[src/rtl/uart_csr_pkg.sv]
`timescale 1ns/1ps
package uart_csr_pkg;
   localparam int unsigned REG_W    = 8;
   localparam int unsigned IER_W    = 4;
   localparam int unsigned SLOT_LSB = 2;

   // slot indices (byte offset / 4)
   localparam int unsigned IDX_DATA  = 0;
   localparam int unsigned IDX_IEN   = 1;
   localparam int unsigned IDX_LFMT  = 3;
   localparam int unsigned IDX_MCTL  = 4;
   localparam int unsigned IDX_LSTAT = 5;
   localparam int unsigned IDX_MSTAT = 6;
   localparam int unsigned IDX_SCR   = 7;
   localparam int unsigned IDX_GCTL  = 9;

   typedef enum logic [3:0] {
      TGT_NONE, TGT_RXTX, TGT_DIVLO, TGT_DIVHI, TGT_IEN, TGT_LFMT,
      TGT_MCTL, TGT_LSTAT, TGT_MSTAT, TGT_SCR, TGT_GCTL
   } tgt_e;

   typedef struct packed {
      logic       div_acc;
      logic       brk;
      logic       stick;
      logic       even;
      logic       par;
      logic       stop2;
      logic [1:0] wlen;
   } lfmt_t;
endpackage

[src/rtl/uart_csr_decode.sv]
`timescale 1ns/1ps
module uart_csr_decode
   import uart_csr_pkg::*;
#(
   parameter int unsigned ADDR_W = 6
) (
   input  logic              bus_en,
   input  logic              bus_we,
   input  logic [ADDR_W-1:0] bus_addr,
   input  logic              div_acc,
   output tgt_e              tgt,
   output logic              wr_thr,
   output logic              wr_dll,
   output logic              wr_dlh,
   output logic              wr_ien,
   output logic              wr_lfmt,
   output logic              wr_mctl,
   output logic              wr_scr,
   output logic              wr_gctl,
   output logic              rd_rbr,
   output logic              rd_lstat,
   output logic              rd_mstat
);
   localparam int unsigned IDX_W = ADDR_W - SLOT_LSB;

   logic [IDX_W-1:0] idx;
   logic             aligned;
   logic             wr;
   logic             rd;

   assign idx     = bus_addr[ADDR_W-1:SLOT_LSB];
   assign aligned = (bus_addr[SLOT_LSB-1:0] == '0);
   assign wr      = bus_en & bus_we;
   assign rd      = bus_en & ~bus_we;

   always_comb begin
      tgt = TGT_NONE;
      if (aligned) begin
         if (idx == IDX_W'(IDX_DATA))       tgt = div_acc ? TGT_DIVLO : TGT_RXTX;
         else if (idx == IDX_W'(IDX_IEN))   tgt = div_acc ? TGT_DIVHI : TGT_IEN;
         else if (idx == IDX_W'(IDX_LFMT))  tgt = TGT_LFMT;
         else if (idx == IDX_W'(IDX_MCTL))  tgt = TGT_MCTL;
         else if (idx == IDX_W'(IDX_LSTAT)) tgt = TGT_LSTAT;
         else if (idx == IDX_W'(IDX_MSTAT)) tgt = TGT_MSTAT;
         else if (idx == IDX_W'(IDX_SCR))   tgt = TGT_SCR;
         else if (idx == IDX_W'(IDX_GCTL))  tgt = TGT_GCTL;
      end
   end

   assign wr_thr   = wr && (tgt == TGT_RXTX);
   assign wr_dll   = wr && (tgt == TGT_DIVLO);
   assign wr_dlh   = wr && (tgt == TGT_DIVHI);
   assign wr_ien   = wr && (tgt == TGT_IEN);
   assign wr_lfmt  = wr && (tgt == TGT_LFMT);
   assign wr_mctl  = wr && (tgt == TGT_MCTL);
   assign wr_scr   = wr && (tgt == TGT_SCR);
   assign wr_gctl  = wr && (tgt == TGT_GCTL);
   assign rd_rbr   = rd && (tgt == TGT_RXTX);
   assign rd_lstat = rd && (tgt == TGT_LSTAT);
   assign rd_mstat = rd && (tgt == TGT_MSTAT);
endmodule

[src/rtl/uart_csr_status.sv]
`timescale 1ns/1ps
module uart_csr_status
   import uart_csr_pkg::*;
(
   input  logic             clk,
   input  logic             rst_n,
   input  logic             rx_push,
   input  logic             rx_par_err,
   input  logic             rx_frm_err,
   input  logic             rx_brk,
   input  logic             tx_pop,
   input  logic             tx_shift_done,
   input  logic             cts_level,
   input  logic             cts_change,
   input  logic             wr_thr,
   input  logic             rd_rbr,
   input  logic             rd_lstat,
   input  logic             rd_mstat,
   output logic [REG_W-1:0] lstat,
   output logic [REG_W-1:0] mstat
);
   logic dr_q, oe_q, pe_q, fe_q, bi_q, thre_q, temt_q, fin_q, dcts_q;
   logic drain_ok;

   // the last bit left the shifter with nothing waiting behind it
   assign drain_ok = tx_shift_done & thre_q & ~tx_pop & ~wr_thr;

   always_ff @(posedge clk or negedge rst_n) begin
      if (!rst_n) begin
         dr_q   <= 1'b0;
         oe_q   <= 1'b0;
         pe_q   <= 1'b0;
         fe_q   <= 1'b0;
         bi_q   <= 1'b0;
         thre_q <= 1'b1;
         temt_q <= 1'b1;
         fin_q  <= 1'b0;
         dcts_q <= 1'b0;
      end else begin
         // receive side: events win over the clearing read
         if (rx_push)       dr_q <= 1'b1;
         else if (rd_rbr)   dr_q <= 1'b0;

         if (rx_push && dr_q) oe_q <= 1'b1;
         else if (rd_lstat)   oe_q <= 1'b0;

         if (rx_par_err)    pe_q <= 1'b1;
         else if (rd_lstat) pe_q <= 1'b0;

         if (rx_frm_err)    fe_q <= 1'b1;
         else if (rd_lstat) fe_q <= 1'b0;

         if (rx_brk)        bi_q <= 1'b1;
         else if (rd_lstat) bi_q <= 1'b0;

         // transmit side: a new host byte wins over the core's pop
         if (wr_thr)      thre_q <= 1'b0;
         else if (tx_pop) thre_q <= 1'b1;

         if (wr_thr || tx_pop) temt_q <= 1'b0;
         else if (drain_ok)    temt_q <= 1'b1;

         if (wr_thr)        fin_q <= 1'b0;
         else if (drain_ok) fin_q <= 1'b1;

         if (cts_change)    dcts_q <= 1'b1;
         else if (rd_mstat) dcts_q <= 1'b0;
      end
   end

   assign lstat = {fin_q, temt_q, thre_q, bi_q, fe_q, pe_q, oe_q, dr_q};
   assign mstat = {3'b000, cts_level, 3'b000, dcts_q};

   AST_RBR_READ_DROPS_READY: assert property (@(posedge clk) disable iff (!rst_n)
      rd_rbr && !rx_push |=> !lstat[0]);
   AST_DOUBLE_PUSH_OVERRUNS: assert property (@(posedge clk) disable iff (!rst_n)
      rx_push && lstat[0] |=> lstat[1]);
   AST_LSTAT_READ_CLEARS: assert property (@(posedge clk) disable iff (!rst_n)
      rd_lstat && !rx_push && !rx_par_err && !rx_frm_err && !rx_brk |=> lstat[4:1] == 4'b0000);
   AST_EMPTY_NEEDS_HOLD_EMPTY: assert property (@(posedge clk) disable iff (!rst_n)
      lstat[6] |-> lstat[5]);
   AST_MSTAT_READ_CLEARS: assert property (@(posedge clk) disable iff (!rst_n)
      rd_mstat && !cts_change |=> !mstat[0]);
endmodule

[src/rtl/uart_csr_irq.sv]
`timescale 1ns/1ps
module uart_csr_irq
   import uart_csr_pkg::*;
#(
   parameter bit IRQ_REG = 1'b1
) (
   input  logic             clk,
   input  logic             rst_n,
   input  logic [IER_W-1:0] ien,
   input  logic             rx_ready,
   input  logic             tx_hold_empty,
   input  logic             line_err,
   input  logic             modem_delta,
   output logic             irq
);
   logic req_c;

   assign req_c = (ien[0] & rx_ready) | (ien[1] & tx_hold_empty)
                | (ien[2] & line_err) | (ien[3] & modem_delta);

   if (IRQ_REG) begin : g_reg
      logic irq_q;
      always_ff @(posedge clk or negedge rst_n) begin
         if (!rst_n) irq_q <= 1'b0;
         else        irq_q <= req_c;
      end
      assign irq = irq_q;

      AST_IRQ_MASKED: assert property (@(posedge clk) disable iff (!rst_n)
         (ien == '0) |=> !irq);
      AST_IRQ_RX_READY: assert property (@(posedge clk) disable iff (!rst_n)
         ien[0] && rx_ready |=> irq);
   end else begin : g_comb
      assign irq = req_c;

      AST_IRQ_MASKED: assert property (@(posedge clk) disable iff (!rst_n)
         (ien == '0) |-> !irq);
   end
endmodule

[src/rtl/uart_csr_file.sv]
`timescale 1ns/1ps
module uart_csr_file
   import uart_csr_pkg::*;
#(
   parameter int unsigned ADDR_W  = 6,
   parameter int unsigned DATA_W  = 16,
   parameter bit          IRQ_REG = 1'b1
) (
   input  logic              clk,
   input  logic              rst_n,
   input  logic              bus_en,
   input  logic              bus_we,
   input  logic [ADDR_W-1:0] bus_addr,
   input  logic [DATA_W-1:0] bus_wdata,
   output logic [DATA_W-1:0] bus_rdata,
   input  logic              rx_push,
   input  logic [7:0]        rx_byte,
   input  logic              rx_par_err,
   input  logic              rx_frm_err,
   input  logic              rx_brk,
   input  logic              tx_pop,
   input  logic              tx_shift_done,
   output logic              tx_load,
   output logic [7:0]        tx_byte,
   input  logic              cts_level,
   input  logic              cts_change,
   output logic [15:0]       divisor,
   output logic [1:0]        word_len_m5,
   output logic              stop_ext,
   output logic              parity_en,
   output logic              parity_even,
   output logic              parity_stick,
   output logic              break_force,
   output logic [7:0]        modem_ctl,
   output logic              loop_en,
   output logic              uart_clk_en,
   output logic              tx_force_par_err,
   output logic              tx_force_frm_err,
   output logic              irq
);
   localparam int unsigned MIN_ADDR_W = SLOT_LSB + 4;

   if (ADDR_W < MIN_ADDR_W) begin : g_chk_addr
      $error("uart_csr_file: ADDR_W too small for slot 0x24");
   end
   if (DATA_W < REG_W) begin : g_chk_data
      $error("uart_csr_file: DATA_W narrower than a register");
   end

   tgt_e             tgt;
   logic             wr_thr, wr_dll, wr_dlh, wr_ien, wr_lfmt, wr_mctl, wr_scr, wr_gctl;
   logic             rd_rbr, rd_lstat, rd_mstat;
   logic [REG_W-1:0] dll_q, dlh_q, mctl_q, scr_q, gctl_q, rbr_q, thr_q;
   logic [IER_W-1:0] ien_q;
   lfmt_t            lfmt_q;
   logic             load_q;
   logic [REG_W-1:0] lstat, mstat;
   logic [REG_W-1:0] rd_byte;
   logic [REG_W-1:0] wbyte;
   logic             unused_wdata;

   assign wbyte        = bus_wdata[REG_W-1:0];
   assign unused_wdata = ^bus_wdata;

   uart_csr_decode #(.ADDR_W(ADDR_W)) i_decode (
      .bus_en   (bus_en),
      .bus_we   (bus_we),
      .bus_addr (bus_addr),
      .div_acc  (lfmt_q.div_acc),
      .tgt      (tgt),
      .wr_thr   (wr_thr),
      .wr_dll   (wr_dll),
      .wr_dlh   (wr_dlh),
      .wr_ien   (wr_ien),
      .wr_lfmt  (wr_lfmt),
      .wr_mctl  (wr_mctl),
      .wr_scr   (wr_scr),
      .wr_gctl  (wr_gctl),
      .rd_rbr   (rd_rbr),
      .rd_lstat (rd_lstat),
      .rd_mstat (rd_mstat)
   );

   always_ff @(posedge clk or negedge rst_n) begin
      if (!rst_n) begin
         dll_q  <= '0;
         dlh_q  <= '0;
         ien_q  <= '0;
         lfmt_q <= '0;
         mctl_q <= '0;
         scr_q  <= '0;
         gctl_q <= '0;
         rbr_q  <= '0;
         thr_q  <= '0;
         load_q <= 1'b0;
      end else begin
         if (wr_dll)  dll_q  <= wbyte;
         if (wr_dlh)  dlh_q  <= wbyte;
         if (wr_ien)  ien_q  <= wbyte[IER_W-1:0];
         if (wr_lfmt) lfmt_q <= lfmt_t'(wbyte);
         if (wr_mctl) mctl_q <= wbyte;
         if (wr_scr)  scr_q  <= wbyte;
         if (wr_gctl) gctl_q <= wbyte;
         if (rx_push) rbr_q  <= rx_byte;
         if (wr_thr)  thr_q  <= wbyte;
         load_q <= wr_thr;
      end
   end

   uart_csr_status i_status (
      .clk           (clk),
      .rst_n         (rst_n),
      .rx_push       (rx_push),
      .rx_par_err    (rx_par_err),
      .rx_frm_err    (rx_frm_err),
      .rx_brk        (rx_brk),
      .tx_pop        (tx_pop),
      .tx_shift_done (tx_shift_done),
      .cts_level     (cts_level),
      .cts_change    (cts_change),
      .wr_thr        (wr_thr),
      .rd_rbr        (rd_rbr),
      .rd_lstat      (rd_lstat),
      .rd_mstat      (rd_mstat),
      .lstat         (lstat),
      .mstat         (mstat)
   );

   uart_csr_irq #(.IRQ_REG(IRQ_REG)) i_irq (
      .clk           (clk),
      .rst_n         (rst_n),
      .ien           (ien_q),
      .rx_ready      (lstat[0]),
      .tx_hold_empty (lstat[5]),
      .line_err      (|lstat[4:1]),
      .modem_delta   (mstat[0]),
      .irq           (irq)
   );

   always_comb begin
      unique case (tgt)
         TGT_RXTX:  rd_byte = rbr_q;
         TGT_DIVLO: rd_byte = dll_q;
         TGT_DIVHI: rd_byte = dlh_q;
         TGT_IEN:   rd_byte = REG_W'(ien_q);
         TGT_LFMT:  rd_byte = REG_W'(lfmt_q);
         TGT_MCTL:  rd_byte = mctl_q;
         TGT_LSTAT: rd_byte = lstat;
         TGT_MSTAT: rd_byte = mstat;
         TGT_SCR:   rd_byte = scr_q;
         TGT_GCTL:  rd_byte = gctl_q;
         default:   rd_byte = '0;
      endcase
   end

   assign bus_rdata        = DATA_W'(rd_byte);
   assign tx_load          = load_q;
   assign tx_byte          = thr_q;
   assign divisor          = {dlh_q, dll_q};
   assign word_len_m5      = lfmt_q.wlen;
   assign stop_ext         = lfmt_q.stop2;
   assign parity_en        = lfmt_q.par;
   assign parity_even      = lfmt_q.even;
   assign parity_stick     = lfmt_q.stick;
   assign break_force      = lfmt_q.brk;
   assign modem_ctl        = mctl_q;
   assign loop_en          = mctl_q[4];
   assign uart_clk_en      = gctl_q[0];
   assign tx_force_par_err = gctl_q[4];
   assign tx_force_frm_err = gctl_q[5];

   AST_DIV_ACCESS_NO_LOAD: assert property (@(posedge clk) disable iff (!rst_n)
      bus_en && bus_we && lfmt_q.div_acc |=> !tx_load);
   AST_DIV_ACCESS_KEEPS_IEN: assert property (@(posedge clk) disable iff (!rst_n)
      lfmt_q.div_acc |=> $stable(ien_q));
   AST_LOAD_HOLD_NOT_EMPTY: assert property (@(posedge clk) disable iff (!rst_n)
      tx_load |-> !lstat[5] && !lstat[6]);
   AST_LOAD_ONE_CYCLE: assert property (@(posedge clk) disable iff (!rst_n)
      tx_load && !wr_thr |=> !tx_load);
endmodule

[config.mk]
export PLATFORM = sky130hd
export DESIGN_NAME = uart_csr_file
export DESIGN_NICKNAME = d
export VERILOG_FILES = /design/src/rtl/uart_csr_pkg.sv /design/src/rtl/uart_csr_decode.sv /design/src/rtl/uart_csr_status.sv /design/src/rtl/uart_csr_irq.sv /design/src/rtl/uart_csr_file.sv
export SDC_FILE = /design/constraint.sdc
export NUM_CORES = 1
export LEC_CHECK = 0
export CAP_MARGIN = 5
export CORE_MARGIN = 4
export CORE_UTILIZATION = 45
export DETAILED_ROUTE_END_ITERATION = 16
export PLACE_DENSITY = 0.75
export SLEW_MARGIN = 0
export SYNTH_ARGS = -nofsm -noshare
export SYNTH_HDL_FRONTEND = slang
export SYNTH_SLANG_ARGS = --single-unit
[constraint.sdc]
create_clock -name clk -period 4.7 [get_ports clk]
set_input_delay 0.94 -clock clk [delete_from_list [all_inputs] [get_ports clk]]
set_output_delay 0.94 -clock clk [all_outputs]
set_load 0.05 [all_outputs]
* Yosys cells after proc, flatten, opt, wreduce, memory -nomap -nowiden *
Index checks and enable logic that the tools add are counted.

storage, ports and cells
  word-level logic and storage cells = 109
  input bits = 42
  register bits after elaboration = 79
  output and inout bits = 61

cells by class
  equality and inequality tests = 17
  muxes and demuxes = 26
  reduce and logical (&&, ||, !) cells = 25
  bitwise logic cells = 15

operators by type and width
  kind                                                                    count
  8-bit case mux with 10 select lines                                     1
  4-bit two-way mux                                                       9
  4-bit by 3-bit equality test with 1-bit output (second input constant)  8
  2-bit nonzero test                                                      9
  4-bit equality test (second input constant)                             4
  1-bit two-way mux                                                       14
  4-bit by 2-bit equality test with 1-bit output (second input constant)  3
  1-bit logical AND                                                       12
  1-bit AND                                                               9
  4-bit by 1-bit equality test with 1-bit output (second input constant)  2
  4-bit logical NOT                                                       1
  4-bit OR reduction                                                      1
  3-bit two-way mux                                                       1
  1-bit inverter                                                          3
  1-bit OR                                                                3
  2-bit logical NOT                                                       1
  2-bit two-way mux                                                       1
  1-bit logical OR                                                        1

* Logic depth before layout (Yosys ltp) *
Gate-level depths: netlist of run 1.

  depth after elaboration = 16
  gate-level depth with buffers = 7
  mapped depth without buffers = 5

* Cells and area by module *
A second synthesis of run 1 with hierarchy kept.

second synthesis, totals
  cell total of the unflattened synthesis = 353
  area, all modules = 4220.3 µm²

modules (own cells, without submodules)
  module           seq. area each (µm²)  times used  area an instance (µm²)  cells an instance
  uart_csr_file    1726.7                1           3425.8                  262
  uart_csr_status  227.7                 1           442.9                   42
  uart_csr_decode  0.0                   1           307.8                   45
  uart_csr_irq     25.0                  1           43.8                    4

* Worst setup path before layout of run 1 *
Ideal clock, no wire load.

  kind = input to output
  start = in bus_addr[2]
  end = out bus_rdata[6]
  buffers on the path = 3
  path slack = 0.907 ns
  stages on the path = 5
  arrival = 2.853 ns
  data required time = 3.760 ns
  cell sequence = clkbuf_1 buf_1 clkbuf_1 nand3_1 o2111ai_1

on the way
  longest elaborated chain between the ends = 12
  elaborated cells on any way between the ends = 28
  classes of those cells = eq/ne (17); mux (10); reduce/logical (1)

ends and longest elaborated chain
  element                                      line                   text
  start: declaration                           uart_csr_file.sv:13    input logic [ADDR_W-1:0] bus_addr,
  4-bit equality test                          uart_csr_decode.sv:46  else if (idx == IDX_W'(IDX_GCTL)) tgt = TGT_GCTL;
  4-bit two-way mux                            uart_csr_decode.sv:46
  4-bit two-way mux                            uart_csr_decode.sv:45  else if (idx == IDX_W'(IDX_SCR)) tgt = TGT_SCR;
  4-bit two-way mux                            uart_csr_decode.sv:44  else if (idx == IDX_W'(IDX_MSTAT)) tgt = TGT_MSTAT;
  4-bit two-way mux                            uart_csr_decode.sv:43  else if (idx == IDX_W'(IDX_LSTAT)) tgt = TGT_LSTAT;
  4-bit two-way mux                            uart_csr_decode.sv:42  else if (idx == IDX_W'(IDX_MCTL)) tgt = TGT_MCTL;
  4-bit two-way mux                            uart_csr_decode.sv:41  else if (idx == IDX_W'(IDX_LFMT)) tgt = TGT_LFMT;
  4-bit two-way mux                            uart_csr_decode.sv:40  else if (idx == IDX_W'(IDX_IEN)) tgt = div_acc ? TGT_DIVHI : TGT_IEN;
  4-bit two-way mux (*)                        uart_csr_decode.sv:39  if (idx == IDX_W'(IDX_DATA)) tgt = div_acc ? TGT_DIVLO : TGT_RXTX;
  4-bit two-way mux (*)                        uart_csr_decode.sv:38  if (aligned) begin
  4-bit equality test (tied with other cells)  uart_csr_file.sv:141   unique case (tgt)
  8-bit case mux with 10 select lines (*)      uart_csr_file.sv:141
  end: declaration                             uart_csr_file.sv:15    output logic [DATA_W-1:0] bus_rdata,

Every way passes the cells marked *; elsewhere a longest branch is shown, timed or not.

* Final worst setup path of run 1 *
  start = in bus_addr[4]
  end = out bus_rdata[1]

The elaborated chain is that of the path after synthesis.

==> results of run 1 <==
[how the worst max path moves through the flow]
stage	start	endpoint	slack (ns)	cells past startpoint
floorplan	bus_addr[2]	bus_rdata[6]	0.91	5
global placement	bus_addr[4]	bus_rdata[1]	0.53	7
detailed placement	bus_addr[3]	bus_rdata[6]	0.58	8
CTS	bus_addr[3]	bus_rdata[6]	0.56	8
global route	bus_addr[4]	bus_rdata[1]	0.37	7
finish	bus_addr[4]	bus_rdata[1]	0.55	8
[layer usage]
metal,vias up,track usage [%]
met4,0,4.97
met1,1492,29.8
li1,1332,-
met3,9,6.23
met5,-,0
met2,112,33.1
[layout by cell type (no fill, tap or decap), types with 2 or more instances in the layout]
master / Yosys / routed
a21o_1: 6 / 6
a21oi_1: 4 / 4
a222oi_1: 2 / 2
a22o_1: 5 / 5
a22oi_1: 7 / 7
a32oi_1: 4 / 4
and2_1: 4 / 4
buf_12: 0 / 8
buf_4: 10 / 12
bufinv_16: 0 / 2
clkbuf_8: 0 / 10
clkdlybuf4s50_1: 0 / 77
conb_1: 1 / 8
dfrtp_1: 77 / 77
dfstp_2: 2 / 2
mux2_2: 73 / 73
mux2i_1: 8 / 8
mux4_2: 2 / 2
nand2_1: 19 / 19
nand2b_1: 2 / 2
nand3_1: 15 / 15
nand3b_1: 2 / 2
nor2_1: 11 / 11
nor2b_1: 4 / 4
nor3_1: 6 / 6
nor3b_1: 2 / 2
o2111ai_1: 2 / 2
o21ai_0: 6 / 6
or3_1: 3 / 3
[worst reg2reg max path, stage by stage, from the launching register on]
cell and delay, ns:
dfrtp_1 0.73, or4b_1 0.51, o2111a_2 0.18, nor4_4 0.64
mux2_2 0.42
[kinds of logic after synthesis]
group	synth area share (%)
flip-flops	51.0
AO/OA/AOI/OAI	9.16
multiplexers	24.4
XOR/XNOR	0.226
AND/OR/NAND/NOR	11.3
other	0.0967
buffers and inverters	3.81
[state kept, by name (all words and copies together), names as in the netlist, 2 cells and up]
name,flops
dlh_q,8
word_len_m5,2
rbr_q,8
dll_q,8
gctl_q,8
modem_ctl,8
scr_q,8
ien_q,4
tx_byte,8
[synth_stat cells, drive strengths merged (2+ instances only)]
library cell	count
nor2b	4
a22o	5
nand3	15
nor3b	2
a222oi	2
nand2	19
nor2	11
nand2b	2
a21oi	4
o2111ai	2
and2	4
nand3b	2
or3	3
dfstp	2
a22oi	7
a21o	6
nor3	7
mux4	2
buf	16
a32oi	4
o21ai	6
dfrtp	77
mux2i	8
nor4	2
clkbuf	9
mux2	73
[cell type report]
type | count | area, sq um
Tap cell | 105 | 131
Inverter | 1 | 3.75
Multi-Input combinational cell | 216 | 1780
Fill cell | 672 | 3160
Sequential cell | 79 | 1980
Timing Repair Buffer | 97 | 1020
Clock inverter | 6 | 92.6
Clock buffer | 10 | 138
[where the power goes]
part	leakage, nW	internal, W	switching [W]
registers	1.02	0.000733	0.0000386
clock network	0.114	0.000317	0.000267
logic	1.09	0.000146	0.000228
[per-stage QoR]
stage                     total power [W]  hold WS, ns
after global placement            0.00115        0.484
final                             0.00173        0.512
after detailed placement          0.00116        0.492
after CTS                         0.00174        0.512
after floorplan                   0.00101        0.463
after global routing              0.00180        0.525
==> out/metrics.cfg, run 1 <==
[floorplan]
dieHeight_um=101
io_pins=103
dieArea_sq_mm=0.0102
core_area_sq_mm=0.00830
start_util_pct=46.7
fp.dieW_um=101
row_count=33

[logic_synthesis]
synth-edff-count=0
yosysTopAreaCell=dfrtp_1
synth.distinct_cells=51
async_reset_ff_share_pct=100
synth-seq-cells=79
avgSynthCellArea_sq_um=12.4
yosysWarningCount=0
synth_top_area_share_pct=49.7
yosysSeqAreaShare_pct=51.0
syn_area_sq_mm=0.00388
synth.area.top_cells=dfrtp_1, mux2_2, mux2i_1
synth-main-ff-cell=dfrtp_1
syn_inst=314

[routing]
drc=0
drtAntennaViolNets=0
wl_met2_um=5000
drt_iter0_drc=200
vias=2945
drt_wl_total_um=10500
wl_met3_um=776
wl_per_cell_um=20.5
highest_layer=met4
vias_per_cell=5.73
met1_length_um=4650
drt_first_pass_iters=4

[sta]
tightest_slew_ns=0.993
relSlewSlack_pct=33.8
setup_tns_ns=0
fin_crit_ns=4.15
finClkSkew_ns=0.0129
fmax_ghz=0.241
hold_viol=0
finalMaxSlewViolations=0
fin_ws_ns=0.549
rsz0062_at_grt=no
fin_crit_sh_pct=88.3
setup_violations=0

[final_layout]
fin_cells=514
num-nets-final=446
fin_util_pct=62.0
stdcell_area_sq_mm=0.00514
area_growth_pct=32.6
drive_above_1_share_pct=29.1
diodes=0

[clocking]
ctsHoldBuffers=0
post_cts_resized=0
cts_made_buffers=9
cts.sinks=79
clkTransAtPathRegs_ns=0.09
htreeDepth=3
clk_latency_ns=0.35
clockRootBuffer=clkbuf_8
clockBufferDepth=2
cts_tree=done
post-cts-setup-buffers=0

[worst_setup_path]
cp_slowest_cell=clkdlybuf4s50_1
critPathArrivalTime_ns=3.21
crit_chain=clkdlybuf4s50_1 > nor3_1 > buf_4 > a211oi_2 > mux2i_1 > or4_1 > nand3_1 > buf_12
cp-start-kind=input pin
worst-setup-path-type=input pin to primary output
ff2ff_path_depth=4
crit_family=buffers and inverters
worst-path-buf-inv=3
rrSetupSlack_ns=2.11
endpoint_kind=primary output
critPathMaxStageDelay_ns=0.73
cp.required_ns=3.76
r2r-end=dlh_q[0]$_DFFE_PN0P_
critPathMaxFanout=12
r2r_start=lfmt_q[7]$_DFFE_PN0P_

[pwr]
p_leak_nw=2.22
peakVddDrop_mv=0.205
p_per_area_mw_per_mm2=336

[placed_design]
port_buffers=86
dpl_cell_area_sq_mm=0.00491
dp_cells=498
globalplace.congestion=0.886
dpl.hpwl_um=7700
dp_slack_ns=0.585

[run]
max_cap_violations=0

[global_routing]
grt_max_degree=80
grt_pass1_vias=3037
antenna_found_initial=0
track_usage_pct=21.4
grt-ovfl-total=0
grt_pass1_wl_um=16600

[worst_hold_path]
hold_depth=1
hp-start=scr_q[0]$_DFFE_PN0P_
min_to=scr_q[0]$_DFFE_PN0P_
hp-class=flop to flop

[outcome]
run_status=completed

Power figures use the tool's default switching activity.
==> run 2, diff against run 1 <==
--- a/config.mk
+++ b/config.mk
@@ -5,12 +5,13 @@
 export SDC_FILE = /design/constraint.sdc
 export NUM_CORES = 1
 export LEC_CHECK = 0
+export ABC_AREA = 0
 export CAP_MARGIN = 5
-export CORE_MARGIN = 4
+export CORE_MARGIN = 2
 export CORE_UTILIZATION = 45
 export DETAILED_ROUTE_END_ITERATION = 16
 export PLACE_DENSITY = 0.75
-export SLEW_MARGIN = 0
+export SLEW_MARGIN = 15
 export SYNTH_ARGS = -nofsm -noshare
 export SYNTH_HDL_FRONTEND = slang
 export SYNTH_SLANG_ARGS = --single-unit
==> run 2 against run 1 <==
  * Core utilization decreased by 0.12 points
  * Register-to-register slack got worse by 0.03 ns
  * Combinational power about the same
  * Critical endpoint is now bus_rdata[3]
  * Highest routed layer unchanged
==> out/metrics.cfg, run 2 (synthesis gave the netlist of run 1 again) <==
[clocking]
post_cts_resized=0  ; unchanged
clkTransAtPathRegs_ns=0.07  ; was 0.09 ns
cts.sinks=79  ; unchanged
clockRootBuffer=clkbuf_8  ; unchanged
htreeDepth=3  ; unchanged
post-cts-setup-buffers=0  ; unchanged
clockBufferDepth=2  ; unchanged
cts_made_buffers=9  ; unchanged
clk_latency_ns=0.34  ; was 0.35 ns
ctsHoldBuffers=0  ; unchanged
cts_tree=done  ; unchanged

[worst_setup_path]
cp_slowest_cell=nor4b_4  ; was clkdlybuf4s50_1
critPathMaxStageDelay_ns=0.57  ; was 0.73 ns
cp.required_ns=3.76  ; about the same
crit_family=simple AND/OR/NAND/NOR gates  ; was buffers and inverters
critPathMaxFanout=8  ; was 12
rrSetupSlack_ns=2.08  ; was 2.11 ns
crit_chain=clkdlybuf4s50_1 > or3_1 > nor4b_4 > a22oi_1 > mux2_2 > nand3_1 > buf_12  ; was clkdlybuf4s50_1 > nor3_1 > buf_4 > a211oi_2 > mux2i_1 > or4_1 > nand3_1 > buf_12
cp-start-kind=input pin  ; unchanged
critPathArrivalTime_ns=3.26  ; was 3.21 ns
endpoint_kind=primary output  ; unchanged
worst-path-buf-inv=2  ; was 3
worst-setup-path-type=input pin to primary output  ; unchanged

[placed_design]
port_buffers=86  ; unchanged
globalplace.congestion=0.939  ; was 0.886
dpl.hpwl_um=7590  ; was 7700 um

[pwr]
p_int_w=0.00118  ; was 0.00120 W
p_switching_w=0.000518  ; was 0.000534 W
power.total_w=0.00170  ; was 0.00173 W
clock_power_share_pct=32.5  ; was 33.8%
peakVddDrop_mv=0.237  ; was 0.205 mV
p_per_area_mw_per_mm2=331  ; was 336 mW/mm^2
pwr-share-seq_pct=45.5  ; was 44.6%
p_leak_nw=2.21  ; was 2.22 nW
pwr-share-comb_pct=22.0  ; was 21.6%
swShare_pct=30.5  ; was 30.9%

[sta]
relSlewSlack_pct=33.3  ; was 33.8%
fmax_ghz=0.238  ; was 0.241 GHz
whs_ns=0.507  ; was 0.512 ns
setup_tns_ns=0  ; unchanged
fin_crit_ns=4.20  ; was 4.15 ns
hold_viol=0  ; unchanged
finClkSkew_ns=0.00656  ; was 0.0129 ns
finalMaxSlewViolations=0  ; unchanged
fin_crit_sh_pct=89.4  ; was 88.3%
rsz0062_at_grt=no  ; unchanged
setup_violations=0  ; unchanged
tightest_slew_ns=1.00  ; was 0.993 ns

[floorplan]
fp.dieW_um=96.8  ; was 101 um
start_util_pct=46.7  ; unchanged
core_area_sq_mm=0.00830  ; unchanged
row_count=33  ; unchanged
io_pins=103  ; unchanged
dieHeight_um=96.8  ; was 101 um
dieArea_sq_mm=0.00938  ; was 0.0102 sq mm

[final_layout]
fill_cells=668  ; was 672
num-nets-final=447  ; was 446
multiInputGateArea_sq_mm=0.00178  ; unchanged
drive_above_1_share_pct=28.8  ; was 29.1%
seq_area_sq_mm=0.00198  ; unchanged
area_growth_pct=32.4  ; was 32.6%
fin_util_pct=61.9  ; was 62.0%
layout_common_cells=dfrtp_1, clkdlybuf4s50_1, mux2_2, nand2_1, nand3_1  ; unchanged
diodes=0  ; unchanged

[worst_hold_path]
hp-class=flop to flop  ; unchanged

[global_routing]
grt_max_degree=80  ; unchanged
busiest_layer=met2  ; unchanged
grt_use_met2_pct=35.3  ; was 33.1%
grt_pass1_vias=3128  ; was 3,037
grt_pass1_wl_um=16900  ; was 16,600 um
antenna_found_initial=0  ; unchanged
grt-ovfl-total=0  ; unchanged
grtUsageMet3_pct=3.32  ; was 6.23%
use_met1_pct=33.5  ; was 29.8%
track_usage_pct=22.8  ; was 21.4%

[run]
max_cap_violations=0  ; unchanged

[routing]
drtAntennaViolNets=0  ; unchanged
drt_wl_total_um=10500  ; about the same
wl_per_cell_um=20.5  ; about the same
drt_first_pass_iters=5  ; was 4
drc=0  ; unchanged
drt_iter0_drc=278  ; was 200
vias_per_cell=5.84  ; was 5.73
vias=3007  ; was 2,945

[outcome]
run_status=completed  ; unchanged

==> run 2: cell count changes in the layout (fill, tap and decap cells not counted), sizes merged <==
cell | previous run | this run
clkbuf | 10 | 11
buf | 20 | 21
clkinv | 2 | 1
==> run 2: worst paths after layout <==
path / start / end / cells past startpoint
worst max-delay path: bus_addr[1] / bus_rdata[3] / 7
worst min-delay path: gctl_q[2]$_DFFE_PN0P_ / gctl_q[2]$_DFFE_PN0P_ / 1
worst max register to register: lfmt_q[7]$_DFFE_PN0P_ / dlh_q[4]$_DFFE_PN0P_ / 4
worst min register to register: gctl_q[2]$_DFFE_PN0P_ / gctl_q[2]$_DFFE_PN0P_ / 1
max in group asynchronous: rst_n / scr_q[1]$_DFFE_PN0P_ / 1
min in group asynchronous: rst_n / tx_byte[4]$_DFFE_PN0P_ / 1
==> run 2: power by group through the flow <==
stage	Clock, W	Combinational (W)	Sequential, W
finish	0.000551	0.000374	0.000772
global route	0.000588	0.000393	0.000779
CTS	0.000554	0.000376	0.000772
detailed placement	0	0.000375	0.000785
global placement	0	0.000371	0.000782
floorplan	0	0.000124	0.000887
==> run 2: stage by stage <==
| stage | cells | setup slack (ns) | area, sq um |
|---|---|---|---|
| 2_1_floorplan | 321 | 0.907 | 3910 |
| 3_3_place_gp | 499 | 0.531 | 4920 |
| 3_5_place_dp | 499 | 0.541 | 4920 |
| 4_1_cts | 515 | 0.526 | 5130 |
| 5_1_grt | 515 | 0.364 | 5130 |
| 6_report | 515 | 0.500 | 5130 |
==> run 2: metal layers <==
metal	vias up	wire (um)
met3	14	506
met5	-	0
met4	0	131
li1	1332	-
met2	123	5040
met1	1538	4860
==> run 2: area by class of cell <==
| cell class | count | area share, % |
|---|---|---|
| tap | 105 | 2.56 |
| multi-input combinational | 216 | 34.6 |
| clock buffer | 11 | 2.56 |
| timing repair buffer | 98 | 20.0 |
| clock inverter | 5 | 1.58 |
| inverter | 1 | 0.0731 |
| sequential | 79 | 38.6 |
==> run 2: worst reg2reg max path, cell delays in order (launching register included) <==
cell	delay, ns
dfrtp_1	0.74
or4b_1	0.50
o2111a_2	0.19
nor4_4	0.67
mux2_2	0.42
==> run 3, diff against run 2 <==
--- a/config.mk
+++ b/config.mk
@@ -10,7 +10,7 @@
 export CORE_MARGIN = 2
 export CORE_UTILIZATION = 45
 export DETAILED_ROUTE_END_ITERATION = 16
-export PLACE_DENSITY = 0.75
+export DONT_BUFFER_PORTS = 1
 export SLEW_MARGIN = 15
 export SYNTH_ARGS = -nofsm -noshare
 export SYNTH_HDL_FRONTEND = slang
==> run 3 against run 2 <==
  * Clock-buffer cell count grew 1
  * Power decreased by 15%
  * Non-clock buffer count is 96 lower
  * Flip-flop and latch count unchanged
  * Core utilization down 13 points
  * Cell area down 21%
  * Clock power is 21% lower
  * Hold slack got worse by 0.23 ns
  * Fmax is 8.0% higher
  * Largest power group unchanged
==> out/metrics.cfg, run 3 (synthesis gave the netlist of run 1 again) <==
[outcome]
run_status=completed  ; unchanged

[sta]
setup_violations=0  ; unchanged
rsz0062_at_grt=no  ; unchanged
tightest_slew_ns=0.920  ; was 1.00 ns
relSlewSlack_pct=38.7  ; was 33.3%
hold_viol=0  ; unchanged
finClkSkew_ns=0.00519  ; was 0.00656 ns
fin_crit_sh_pct=82.8  ; was 89.4%
fin_ws_ns=0.809  ; was 0.500 ns
fmax_ghz=0.257  ; was 0.238 GHz
finalMaxSlewViolations=0  ; unchanged
fin_crit_ns=3.89  ; was 4.20 ns
setup_tns_ns=0  ; unchanged

[routing]
drc=0  ; unchanged
drt_wl_total_um=9800  ; was 10,500 um
drtAntennaViolNets=0  ; unchanged
drt_iter0_drc=147  ; was 278
drt_first_pass_iters=4  ; was 5
wl_per_cell_um=23.4  ; was 20.5 um
vias_per_cell=6.15  ; was 5.84
vias=2571  ; was 3,007

[final_layout]
drive_above_1_share_pct=31.6  ; was 28.8%
stdcell_area_sq_mm=0.00408  ; was 0.00513 sq mm
layout_common_cells=dfrtp_1, mux2_2, nand2_1, nand3_1, nor2_1  ; was dfrtp_1, clkdlybuf4s50_1, mux2_2, nand2_1, nand3_1
diodes=0  ; unchanged
area_growth_pct=5.13  ; was 32.4%
seq_area_sq_mm=0.00198  ; unchanged
final_common_cell=dfrtp_1
multiInputGateArea_sq_mm=0.00178  ; about the same
num-nets-final=351  ; was 447
fill_cells=769  ; was 668

[clocking]
cts_tree=done  ; unchanged
clk_latency_ns=0.35  ; was 0.34 ns
cts.sinks=79  ; unchanged
clockBufferDepth=2  ; unchanged
clockRootBuffer=clkbuf_8  ; unchanged
cts_made_buffers=9  ; unchanged
post-cts-setup-buffers=0  ; unchanged
htreeDepth=3  ; unchanged
post_cts_resized=0  ; unchanged
clkTransAtPathRegs_ns=0.08  ; was 0.07 ns
ctsHoldBuffers=0  ; unchanged

[worst_setup_path]
worst-setup-path-type=input pin to primary output  ; unchanged
critPathMaxStageDelay_ns=0.58  ; was 0.57 ns
critPathArrivalTime_ns=2.95  ; was 3.26 ns
cp_slowest_cell=nor4b_4  ; unchanged
critPathMaxFanout=10  ; was 8
endpoint_kind=primary output  ; unchanged
crit_chain=or3_1 > nor4b_4 > a22oi_1 > mux2_2 > nand3_1  ; was clkdlybuf4s50_1 > or3_1 > nor4b_4 > a22oi_1 > mux2_2 > nand3_1 > buf_12
cp-start-kind=input pin  ; unchanged
cp.required_ns=3.76  ; about the same

[placed_design]
dpl_cell_area_sq_mm=0.00391  ; was 0.00492 sq mm
globalplace.congestion=0.912  ; was 0.939
dp_slack_ns=0.824  ; was 0.541 ns
dpl.hpwl_um=6990  ; was 7590 um
port_buffers=0  ; was 86

[pwr]
p_per_area_mw_per_mm2=354  ; was 331 mW/mm^2
peakVddDrop_mv=0.228  ; was 0.237 mV
power.total_w=0.00144  ; was 0.00170 W
p_leak_nw=1.79  ; was 2.21 nW

[global_routing]
track_usage_pct=22.1  ; was 22.8%
grt_pass1_wl_um=15900  ; was 16,900 um
grt_max_degree=80  ; unchanged
antenna_found_initial=0  ; unchanged
grt_pass1_vias=2686  ; was 3,128
grt-ovfl-total=0  ; unchanged

[floorplan]
core_area_sq_mm=0.00830  ; unchanged
dieArea_sq_mm=0.00938  ; unchanged
start_util_pct=46.7  ; unchanged
io_pins=103  ; unchanged
dieHeight_um=96.8  ; unchanged
fp.dieW_um=96.8  ; unchanged
row_count=33  ; unchanged

[run]
max_cap_violations=0  ; unchanged

[worst_hold_path]
hp-class=input pin to asynchronous set/reset pin  ; was flop to flop

[run 3: changes by cell type in the layout (fill, tap and decap cells not counted), moves of 2 or more]
cell	delta
clkdlybuf4s50_1	-77
bufinv_16	-2
buf_12	-8
buf_4	-11
[run 3: where the power goes]
part           switching, W  total, W  internal, W  leakage (nW)
registers          0.000162  0.000893     0.000730          1.02
logic             0.0000544  0.000115    0.0000609         0.688
clock network      0.000234  0.000437     0.000203        0.0785
total              0.000451   0.00144     0.000994          1.79
[run 3: metrics by stage]
| stage | utilization, % | hold slack, ns | instances |
|---|---|---|---|
| floorplan | - | 0.463 | 321 |
| global placement | 47.1 | 0.483 | 403 |
| detailed placement | 47.1 | 0.493 | 403 |
| CTS | 49.1 | 0.262 | 418 |
| global route | 49.1 | 0.252 | 418 |
| finish | 49.1 | 0.277 | 418 |
[run 3: worst paths after layout]
check / from / endpoint / slack (ns) / depth (start not counted)
setup / recovery: bus_addr[5] / bus_rdata[3] / 0.81 / 5
hold / removal: rst_n / modem_ctl[0]$_DFFE_PN0P_ / 0.28 / 0
setup reg to reg: lfmt_q[7]$_DFFE_PN0P_ / tx_byte[3]$_DFFE_PN0P_ / 2.05 / 4
hold reg to reg: scr_q[4]$_DFFE_PN0P_ / scr_q[4]$_DFFE_PN0P_ / 0.51 / 1
max in group asynchronous: rst_n / i_status.temt_q$_DFFE_PN1P_ / 4.22 / 0
min in group clk: scr_q[4]$_DFFE_PN0P_ / scr_q[4]$_DFFE_PN0P_ / 0.51 / 1
[run 3: final cells by class]
type                       instances  area share [%]
sequential                        79            48.5
multi-input combinational        216            43.7
clock buffer                      12            3.56
tap                              105            3.22
clock inverter                     3           0.491
timing repair buffer               2           0.368
inverter                           1          0.0921
[run 3: metal layers]
metal	GRT usage (%)	part of all wire (%)
met1	29.6	43
met4	5.96	1.5
met3	8.38	8.2
met2	34.0	47
met5	0	0
[run 3: worst max-delay path, delay by kind of cell]
family,cells,cell delay [ns]
muxes,1,0.31
AOI/OAI and AO/OA,1,0.18
and+or+nand+nor,3,1.53
